`src/rtl/nbf_pkg.sv`:
```
package nbf_pkg;
  localparam int DW = 8;
  localparam int LW = 8;

  localparam logic [1:0] END_ON_BYTE  = 2'd0;
  localparam logic [1:0] END_ON_ADDR  = 2'd1;
  localparam logic [1:0] END_ON_COUNT = 2'd2;

  typedef struct packed {
    logic [DW-1:0] data;
    logic          sop;
    logic          eop;
    logic          abort;
  } beat_t;
endpackage

```
`src/rtl/nbf_classify.sv`:
```
module nbf_classify
  import nbf_pkg::*;
(
  input  logic [DW:0]   word,
  input  logic [DW-1:0] own,
  output logic          is_addr,
  output logic [DW-1:0] payload,
  output logic          own_hit
);
  always_comb begin
    is_addr = word[DW];
    payload = word[DW-1:0];
    own_hit = word[DW] && (word[DW-1:0] == own);
  end
endmodule

```
`src/rtl/nbf_seq.sv`:
```
module nbf_seq
  import nbf_pkg::*;
(
  input  logic          clk,
  input  logic          rst_n,
  input  logic          acc,
  input  logic          is_addr,
  input  logic          own_hit,
  input  logic          ferr,
  input  logic [DW-1:0] payload,
  input  logic [1:0]    cfg_mode,
  input  logic [DW-1:0] cfg_endb,
  input  logic [LW-1:0] cfg_len,
  output logic          emit,
  output beat_t         beat,
  output logic          sel_o,
  output logic          hit_o
);
  logic          sel_q, started_q, first_q, hv_q, hsop_q;
  logic [1:0]    mode_q;
  logic [DW-1:0] endb_q, hb_q;
  logic [LW-1:0] len_q, cnt_q;

  logic          n_sel, n_started, n_first, n_hv, n_hsop, n_hit;
  logic [1:0]    n_mode;
  logic [DW-1:0] n_endb, n_hb;
  logic [LW-1:0] n_len, n_cnt;

  always_comb begin
    n_sel = sel_q; n_started = started_q; n_first = first_q;
    n_hv = hv_q; n_hsop = hsop_q; n_mode = mode_q;
    n_endb = endb_q; n_hb = hb_q; n_len = len_q; n_cnt = cnt_q;
    n_hit = 1'b0;
    emit = 1'b0;
    beat = '0;
    if (acc) begin
      if (ferr) begin
        if (sel_q && started_q) begin
          emit       = 1'b1;
          beat.data  = hv_q ? hb_q : '0;
          beat.sop   = hv_q && hsop_q;
          beat.eop   = 1'b1;
          beat.abort = 1'b1;
        end
        n_sel = 1'b0; n_hv = 1'b0; n_started = 1'b0;
      end else if (is_addr) begin
        if (sel_q && mode_q == END_ON_ADDR && own_hit && hv_q) begin
          emit      = 1'b1;
          beat.data = hb_q;
          beat.sop  = hsop_q;
          beat.eop  = 1'b1;
          n_sel = 1'b0; n_hv = 1'b0; n_started = 1'b0;
        end else begin
          if (sel_q && started_q) begin
            emit       = 1'b1;
            beat.data  = hv_q ? hb_q : '0;
            beat.sop   = hv_q && hsop_q;
            beat.eop   = 1'b1;
            beat.abort = 1'b1;
          end
          n_hv = 1'b0; n_started = 1'b0; n_first = 1'b1; n_cnt = '0;
          n_sel = own_hit;
          if (own_hit) begin
            n_hit  = 1'b1;
            n_mode = cfg_mode;
            n_endb = cfg_endb;
            n_len  = cfg_len;
          end
        end
      end else if (sel_q) begin
        n_started = 1'b1;
        case (mode_q)
          END_ON_ADDR: begin
            if (hv_q) begin
              emit      = 1'b1;
              beat.data = hb_q;
              beat.sop  = hsop_q;
            end
            n_hv   = 1'b1;
            n_hb   = payload;
            n_hsop = !hv_q;
          end
          END_ON_COUNT: begin
            n_cnt     = cnt_q + 1'b1;
            emit      = 1'b1;
            beat.data = payload;
            beat.sop  = first_q;
            beat.eop  = (n_cnt == len_q);
            n_first   = 1'b0;
            if (n_cnt == len_q) begin
              n_sel = 1'b0; n_started = 1'b0;
            end
          end
          default: begin
            emit      = 1'b1;
            beat.data = payload;
            beat.sop  = first_q;
            beat.eop  = (payload == endb_q);
            n_first   = 1'b0;
            if (payload == endb_q) begin
              n_sel = 1'b0; n_started = 1'b0;
            end
          end
        endcase
      end
    end
  end

  always_ff @(posedge clk or negedge rst_n) begin
    if (!rst_n) begin
      sel_q <= 1'b0; started_q <= 1'b0; first_q <= 1'b0;
      hv_q <= 1'b0; hsop_q <= 1'b0; mode_q <= END_ON_BYTE;
      endb_q <= '0; hb_q <= '0; len_q <= '0; cnt_q <= '0;
      hit_o <= 1'b0;
    end else begin
      sel_q <= n_sel; started_q <= n_started; first_q <= n_first;
      hv_q <= n_hv; hsop_q <= n_hsop; mode_q <= n_mode;
      endb_q <= n_endb; hb_q <= n_hb; len_q <= n_len; cnt_q <= n_cnt;
      hit_o <= n_hit;
    end
  end

  assign sel_o = sel_q;


  ferr_deselect_chk: assert property (@(posedge clk) disable iff (!rst_n)
    (acc && ferr) |=> !sel_q);


  hit_selects_chk: assert property (@(posedge clk) disable iff (!rst_n)
    hit_o |-> sel_q);
endmodule

```
`src/rtl/nbf_out_reg.sv`:
```
module nbf_out_reg
  import nbf_pkg::*;
(
  input  logic  clk,
  input  logic  rst_n,
  input  logic  load,
  input  beat_t din,
  input  logic  ready,
  output logic  valid,
  output beat_t dout,
  output logic  free
);
  assign free = !valid || ready;

  always_ff @(posedge clk or negedge rst_n) begin
    if (!rst_n) begin
      valid <= 1'b0;
      dout  <= '0;
    end else if (load) begin
      valid <= 1'b1;
      dout  <= din;
    end else if (ready) begin
      valid <= 1'b0;
    end
  end


  stall_hold_chk: assert property (@(posedge clk) disable iff (!rst_n)
    (valid && !ready) |=> (valid && $stable(dout)));
endmodule

```
`src/rtl/mdrop_rx_filter.sv`:
```
module mdrop_rx_filter
  import nbf_pkg::*;
(
  input  logic          clk,
  input  logic          rst_n,
  input  logic          rx_valid,
  output logic          rx_ready,
  input  logic [DW:0]   rx_word,
  input  logic          rx_ferr,
  input  logic [DW-1:0] node_addr,
  input  logic [1:0]    end_mode,
  input  logic [DW-1:0] end_byte,
  input  logic [LW-1:0] pkt_len,
  output logic          out_valid,
  input  logic          out_ready,
  output logic [DW-1:0] out_data,
  output logic          out_sop,
  output logic          out_eop,
  output logic          out_abort,
  output logic          addr_hit,
  output logic          selected
);
  logic          is_addr, own_hit, emit, acc, free;
  logic [DW-1:0] payload;
  beat_t         nbeat, obeat;

  assign rx_ready = free;
  assign acc      = rx_valid && free;

  nbf_classify u_cls (
    .word(rx_word), .own(node_addr),
    .is_addr(is_addr), .payload(payload), .own_hit(own_hit)
  );

  nbf_seq u_seq (
    .clk(clk), .rst_n(rst_n), .acc(acc), .is_addr(is_addr),
    .own_hit(own_hit), .ferr(rx_ferr), .payload(payload),
    .cfg_mode(end_mode), .cfg_endb(end_byte), .cfg_len(pkt_len),
    .emit(emit), .beat(nbeat), .sel_o(selected), .hit_o(addr_hit)
  );

  nbf_out_reg u_out (
    .clk(clk), .rst_n(rst_n), .load(emit), .din(nbeat),
    .ready(out_ready), .valid(out_valid), .dout(obeat), .free(free)
  );

  assign out_data  = obeat.data;
  assign out_sop   = obeat.sop;
  assign out_eop   = obeat.eop;
  assign out_abort = obeat.abort;


  beat_needs_sel_chk: assert property (@(posedge clk) disable iff (!rst_n)
    $rose(out_valid) |-> $past(selected));
endmodule

```
`config.mk`:
```
export PLATFORM = sky130hd
export DESIGN_NAME = mdrop_rx_filter
export DESIGN_NICKNAME = d
export VERILOG_FILES = /design/src/rtl/nbf_pkg.sv /design/src/rtl/nbf_classify.sv /design/src/rtl/nbf_seq.sv /design/src/rtl/nbf_out_reg.sv /design/src/rtl/mdrop_rx_filter.sv
export SDC_FILE = /design/constraint.sdc
export NUM_CORES = 1
export LEC_CHECK = 0
export ABC_AREA = 1
export CAP_MARGIN = 20
export CORE_MARGIN = 2
export CORE_UTILIZATION = 57
export CTS_CLUSTER_DIAMETER = 80
export CTS_CLUSTER_SIZE = 20
export DETAILED_ROUTE_END_ITERATION = 8
export PLACE_DENSITY = 0.85
export SLEW_MARGIN = 20
export SYNTH_ARGS = -nofsm -noshare
export SYNTH_HDL_FRONTEND = slang
export SYNTH_SLANG_ARGS = --single-unit
```
`constraint.sdc`:
```
create_clock -name clk -period 5.1 [get_ports clk]
set_clock_uncertainty 0.1 [all_clocks]
set_input_delay 0.51 -clock clk [delete_from_list [all_inputs] [get_ports clk]]
set_output_delay 0.51 -clock clk [all_outputs]
set_load 0.03 [all_outputs]
```
==> results of run 1 <==
## routing by layer
layer / vias to the layer above / wire, um
li1: 1466 / -
met2: 114 / 3210
met5: - / 0
met3: 9 / 497
met4: 0 / 75
met1: 1345 / 3310
## path summary, 6_finish.rpt
check	to	start	cells past startpoint	slack, ps
min	u_seq.hit_o	rst_n	2	210
max reg2reg	u_seq.hb_q[4]	u_out.valid	5	2920
min in group clk	u_out.dout[5]	u_out.dout[5]	2	380
max	u_out.dout[0]	rx_word[8]	12	2510
max in group asynchronous	u_out.dout[3]	rst_n	2	4260
min reg2reg	u_out.dout[5]	u_out.dout[5]	2	380
## cell families after synthesis
| family | Yosys count | share of synthesized area |
|---|---|---|
| adders and majority gates | 3 | 0.0118 |
| AOI/OAI and AO/OA | 82 | 0.156 |
| and+or+nand+nor | 217 | 0.300 |
| DFF | 52 | 0.411 |
| muxes | 1 | 0.00355 |
| xor gates and xnor gates | 9 | 0.0249 |
| buffers and inverters | 59 | 0.0928 |
## metrics by stage
stage,power [mW],worst slack [ps],util,std cells
finish,1.00,2510,0.698,546
detailed placement,0.726,2200,0.679,538
CTS,1.01,2500,0.698,546
global route,1.05,2310,0.698,546
floorplan,0.623,3130,-,423
global placement,0.719,2240,0.679,538
## cells in the final DEF (no fill, tap or decap), drive strengths merged, types with 2 or more instances in the layout
cell	netlist	final
ha	3	3
clkinv	1	2
nor2	26	26
nand2	165	165
xor2	4	4
inv	46	46
xnor2	5	5
clkdlybuf4s50	0	53
o22ai	7	7
a21oi	14	14
clkbuf	5	6
buf	7	2
o21ai	49	49
nand4	5	5
nand3	17	17
a211oi	10	10
dfrtp	52	52
## power groups by stage
stage,registers (mW),clock network (mW),logic (mW)
floorplan,0.505,0,0.118
global placement,0.479,0,0.241
detailed placement,0.481,0,0.245
CTS,0.473,0.289,0.247
global route,0.477,0.304,0.274
finish,0.473,0.283,0.246
## registers in the layout, indices dropped and copies added, names as in the netlist
| register | count |
|---|---|
| u_out.dout | 11 |
| u_seq.cnt_q | 8 |
| u_seq.endb_q | 8 |
| u_seq.hb_q | 8 |
| u_seq.len_q | 8 |
| u_seq.mode_q | 2 |
| u_out.valid | 1 |
| u_seq.first_q | 1 |
| u_seq.hit_o | 1 |
| u_seq.hsop_q | 1 |
| u_seq.hv_q | 1 |
| u_seq.sel_o | 1 |
| u_seq.started_q | 1 |
## final cells by class
class,instances,share of cell area
clock inverter,2,0.00922
inverter,47,0.0484
tap,72,0.0237
clock buffer,6,0.0191
timing repair buffer,55,0.143
sequential,52,0.343
multi-input combinational,312,0.414
==> results.ini, run 1 <==
[die]
die_h_um = 78.6
die_area_um2 = 6170
initial_core_util = 0.582
io_pins = 55
core_region_area_um2 = 5440
die_w_um = 78.6
rows = 27

[clock_tree]
hold_buffers = 0
cts_tree = done
root_buffer = clkbuf_8
clkTransAtPathRegs_ps = 90
cts_max_path_buffers = 2
htreeDepth = 2
cts_resized = 0
clock_sinks = 52
cts_buffers = 5
post_cts_buffers = 0
clock_latency_ps = 310

[global_route]
grt_max_degree = 53
grt_overflow = 0
grt_pass1_wl_um = 12400
grtUsageMet1 = 0.357
grt_use_met3 = 0.0414
grt_busiest_layer = met2
use_met2 = 0.402
track_usage = 0.254
grt_pass1_vias = 2748
antenna_found_initial = 0

[place]
dp_hpwl_um = 5230
port-buffer-count = 54
placed_cell_area_um2 = 3690
place_congestion = 0.944

[synth]
ys_ff_latch = 52
synth_cells = 423
synth_area_leaders = dfrtp_1 41%, nand2_1 17%, o21ai_0 5.4%, inv_1 4.3%, nand2_2 4.1%
async_flop_share = 1.00
synth.avg_cell_area_um2 = 7.49
yosysTopAreaCell = dfrtp_1
ys_seq_area_frac = 0.411
ys_warn_count = 0
ys.flop_type = dfrtp_1
synth_edf_count = 0
yosysMostFrequentCell = nand2_1
synth_fp_nets = 466
synth_common_cells = 143 x nand2_1, 52 x dfrtp_1, 36 x inv_1
synth_area_um2 = 3170
yosysUniqueCellTypes = 37
synth_top_cell_area_share = 0.411

[sta]
rsz0062_at_grt = no
max_slew_margin = 0.563
setup_viol = 0
hold_viol = 0
tns_ps = 0
fin_crit_sh = 0.508
holdWs_ps = 206
slew_viol_final = 0
fmax_ghz = 0.386
tightest_slew_ps = 655
period_needed_ps = 2590

[setup_path]
cp-start-kind = input port
crit_slowest_cell = clkdlybuf4s50_1
worst_setup_path_end_kind = register
critPathKind = in2reg
cp_common_cell = nand3_2
cp.required_ps = 5190
arrival_ps = 2680
crit_buf_inv = 2
crit_family = buffers and inverters
crit_path_max_incr_delay_ps = 840
path_cells = clkdlybuf4s50_1 > inv_4 > a21oi_2 > nand3_2 > nor2_2 > nand4_2 > nand3_2 > nand2_2 > nand2_2 > nand3_2 > nand2_1 > o21ai_0
cp_max_fo = 17

[job]
maxCapViolCount = 0

[final_layout]
fillCellCount = 459
seq_area_um2 = 1300
diodes = 0
syn_to_final_growth_pct = 19.9
final_nets = 516
multiInputGateArea_um2 = 1570
fin_area_um2 = 3800
drive_gt1_frac = 0.129

[detailed_routing]
via_per_inst = 5.37
drcViolationCount = 0
wl_per_cell_um = 13.0
vias = 2934
postRouteAntennaNets = 0
drtIter0Drc = 286
wl_um = 7090
first_pass_iters = 5

[min_path]
worstHoldPathType = in2async

[power_and_ir_drop]
power.internal_mw = 0.700
switching_share = 0.302
pwr-share-comb = 0.246
clkPwrFrac = 0.282
vdd_drop_max_mv = 0.153
p_seq_frac = 0.472
p_sw_mw = 0.302
leakage_nw = 1.83
power_density_nw_per_um2 = 264

[run_status]
status = completed

No activity file was read; power rests on OpenSTA's default activity.
==> run 2: changes to the inputs <==
CORE_UTILIZATION = 53   (was 57)
PLACE_DENSITY = 0.8   (was 0.85)
clock period = 2.4 ns   (was 5.1 ns; I/O delays follow)
==> results.ini, run 2 (synthesis results as in run 1) <==
[run_status]
status = completed  ; unchanged

[global_route]
grt_pass1_vias = 2807  ; was 2748
track_usage = 0.249  ; was 0.254
grt_overflow = 0  ; unchanged
grt_pass1_wl_um = 12700  ; was 12400 um
antenna_found_initial = 0  ; unchanged
grt_max_degree = 31  ; was 53

[detailed_routing]
wl_per_cell_um = 13.2  ; was 13.0 um
vias = 2962  ; was 2934
met1_length_um = 3380  ; was 3310 um
via_per_inst = 5.27  ; was 5.37
drcViolationCount = 0  ; unchanged
wl_um = 7440  ; was 7090 um
met2WireLength_um = 3430  ; was 3210 um
drtIter0Drc = 217  ; was 286
first_pass_iters = 4  ; was 5
top_layer_used = met4  ; unchanged
dr_wl_met3_um = 483  ; was 497 um
postRouteAntennaNets = 0  ; unchanged

[sta]
setup_viol = 0  ; unchanged
fmax_ghz = 0.492
period_needed_ps = 2030
fin_crit_sh = 0.847
tightest_slew_ps = 695  ; was 655 ps
holdWs_ps = 335  ; was 206 ps
rsz0062_at_grt = no  ; unchanged
slew_viol_final = 0  ; unchanged
tns_ps = 0  ; unchanged
hold_viol = 0  ; unchanged
max_slew_margin = 0.535  ; was 0.563

[die]
core_region_area_um2 = 5850  ; was 5440 um2
io_pins = 55  ; unchanged
rows = 28  ; was 27
die_area_um2 = 6610  ; was 6170 um2
die_h_um = 81.3  ; was 78.6 um
die_w_um = 81.3  ; was 78.6 um
initial_core_util = 0.541  ; was 0.582

[clock_tree]
clock_sinks = 52  ; unchanged
clkTransAtPathRegs_ps = 110  ; was 90 ps
cts_max_path_buffers = 2  ; unchanged
cts_resized = 0  ; unchanged
root_buffer = clkbuf_8  ; unchanged
cts_buffers = 5  ; unchanged
cts_tree = done  ; unchanged
htreeDepth = 2  ; unchanged
clock_latency_ps = 310  ; about the same
post_cts_buffers = 0  ; unchanged

[final_layout]
diodes = 0  ; unchanged
final_cell_mix = 143 x nand2_1, 53 x clkdlybuf4s50_1, 52 x dfrtp_1  ; unchanged
regMostFlops = u_out.dout  ; unchanged
drive_gt1_frac = 0.152  ; was 0.129
largest_reg_flops = 11  ; unchanged
finalNonFillerCells = 562  ; was 546
fillCellCount = 521  ; was 459
layout_commonest_cell = nand2_1  ; unchanged
fin_area_um2 = 3930  ; was 3800 um2
final_nets = 529  ; was 516
syn_to_final_growth_pct = 24.0  ; was 19.9%

[place]
place_congestion = 0.995  ; was 0.944
dp_hpwl_um = 5700  ; was 5230 um
port-buffer-count = 54  ; unchanged
dp_cells = 553  ; was 538
placed_cell_area_um2 = 3820  ; was 3690 um2

[setup_path]
r2r_cells = 14  ; was 5
cp.required_ps = 2500  ; was 5190 ps
cp_common_cell = nand2_1  ; was nand3_2
critPathKind = reg2reg  ; was in2reg
path_cells = ha_1 > nand3_1 > nand2_1 > nand2_1 > nand2_1 > nand2_1 > nor2_1 > nand2_1 > nor2_1 > nand2_1 > nand2_1 > nand2_1 > o21ai_1 > nand2_1  ; was clkdlybuf4s50_1 > inv_4 > a21oi_2 > nand3_2 > nor2_2 > nand4_2 > nand3_2 > nand2_2 > nand2_2 > nand3_2 > nand2_1 > o21ai_0
worst_setup_path_end_kind = register  ; unchanged
crit_cells = 14  ; was 12
cp_max_fo = 5  ; was 17
cp-start-kind = register  ; was input port
arrival_ps = 2140  ; was 2680 ps
crit_slowest_cell = dfrtp_1  ; was clkdlybuf4s50_1
crit_family = simple AND/OR/NAND/NOR gates  ; was buffers and inverters
crit_buf_inv = 0  ; was 2
crit_path_max_incr_delay_ps = 440  ; was 840 ps

[min_path]
worstHoldPathType = in2async  ; unchanged

[power_and_ir_drop]
vdd_drop_max_mv = 0.286  ; was 0.153 mV
fin_total_pwr_mw = 2.07  ; was 1.00 mW
leakage_nw = 1.89  ; was 1.83 nW
power_density_nw_per_um2 = 527  ; was 264 nW/um2

[job]
maxCapViolCount = 0  ; unchanged

[run 2: final cells by class]
cell class	count	area [um2]	area share
Sequential cell	52	1300	0.331
Clock buffer	5	68.8	0.0175
Multi-Input combinational cell	312	1570	0.400
Timing Repair Buffer	68	681	0.173
Inverter	47	184	0.0468
Clock inverter	3	27.5	0.00701
Tap cell	75	93.8	0.0239
[run 2: per-stage QoR]
step	utilization	setup WS [ps]
global placement	0.653	76.7
detailed placement	0.653	67.7
floorplan	-	434
finish	0.672	368
CTS	0.672	374
global route	0.672	136
[run 2: routing by layer]
metal | vias up | track usage
met1 | 1341 | 0.344
met5 | - | 0
li1 | 1489 | -
met3 | 15 | 0.0344
met2 | 117 | 0.402
met4 | 0 | 0.0864
[run 2: worst paths after layout]
path | from | endpoint | slack [ps]
min in group clk | end_byte[1] | u_seq.endb_q[1] | 360
min | rst_n | u_seq.hit_o | 330
max in group asynchronous | rst_n | u_out.dout[2] | 1290
min reg2reg | u_out.dout[3] | u_out.dout[3] | 390
max reg2reg | u_seq.cnt_q[0] | u_seq.sel_o | 370
max | u_seq.cnt_q[0] | u_seq.sel_o | 370
[run 2: power by group]
group / internal, mW / switching, mW
clock network: 0.215 / 0.315
registers: 0.951 / 0.0538
logic: 0.238 / 0.298
total: 1.40 / 0.667
[run 2: what timing repair did]
item	4_1_cts	5_1_grt
endpoints found under the setup margin	0	0
hold endpoints to repair	22	0
hold buffers	1	0
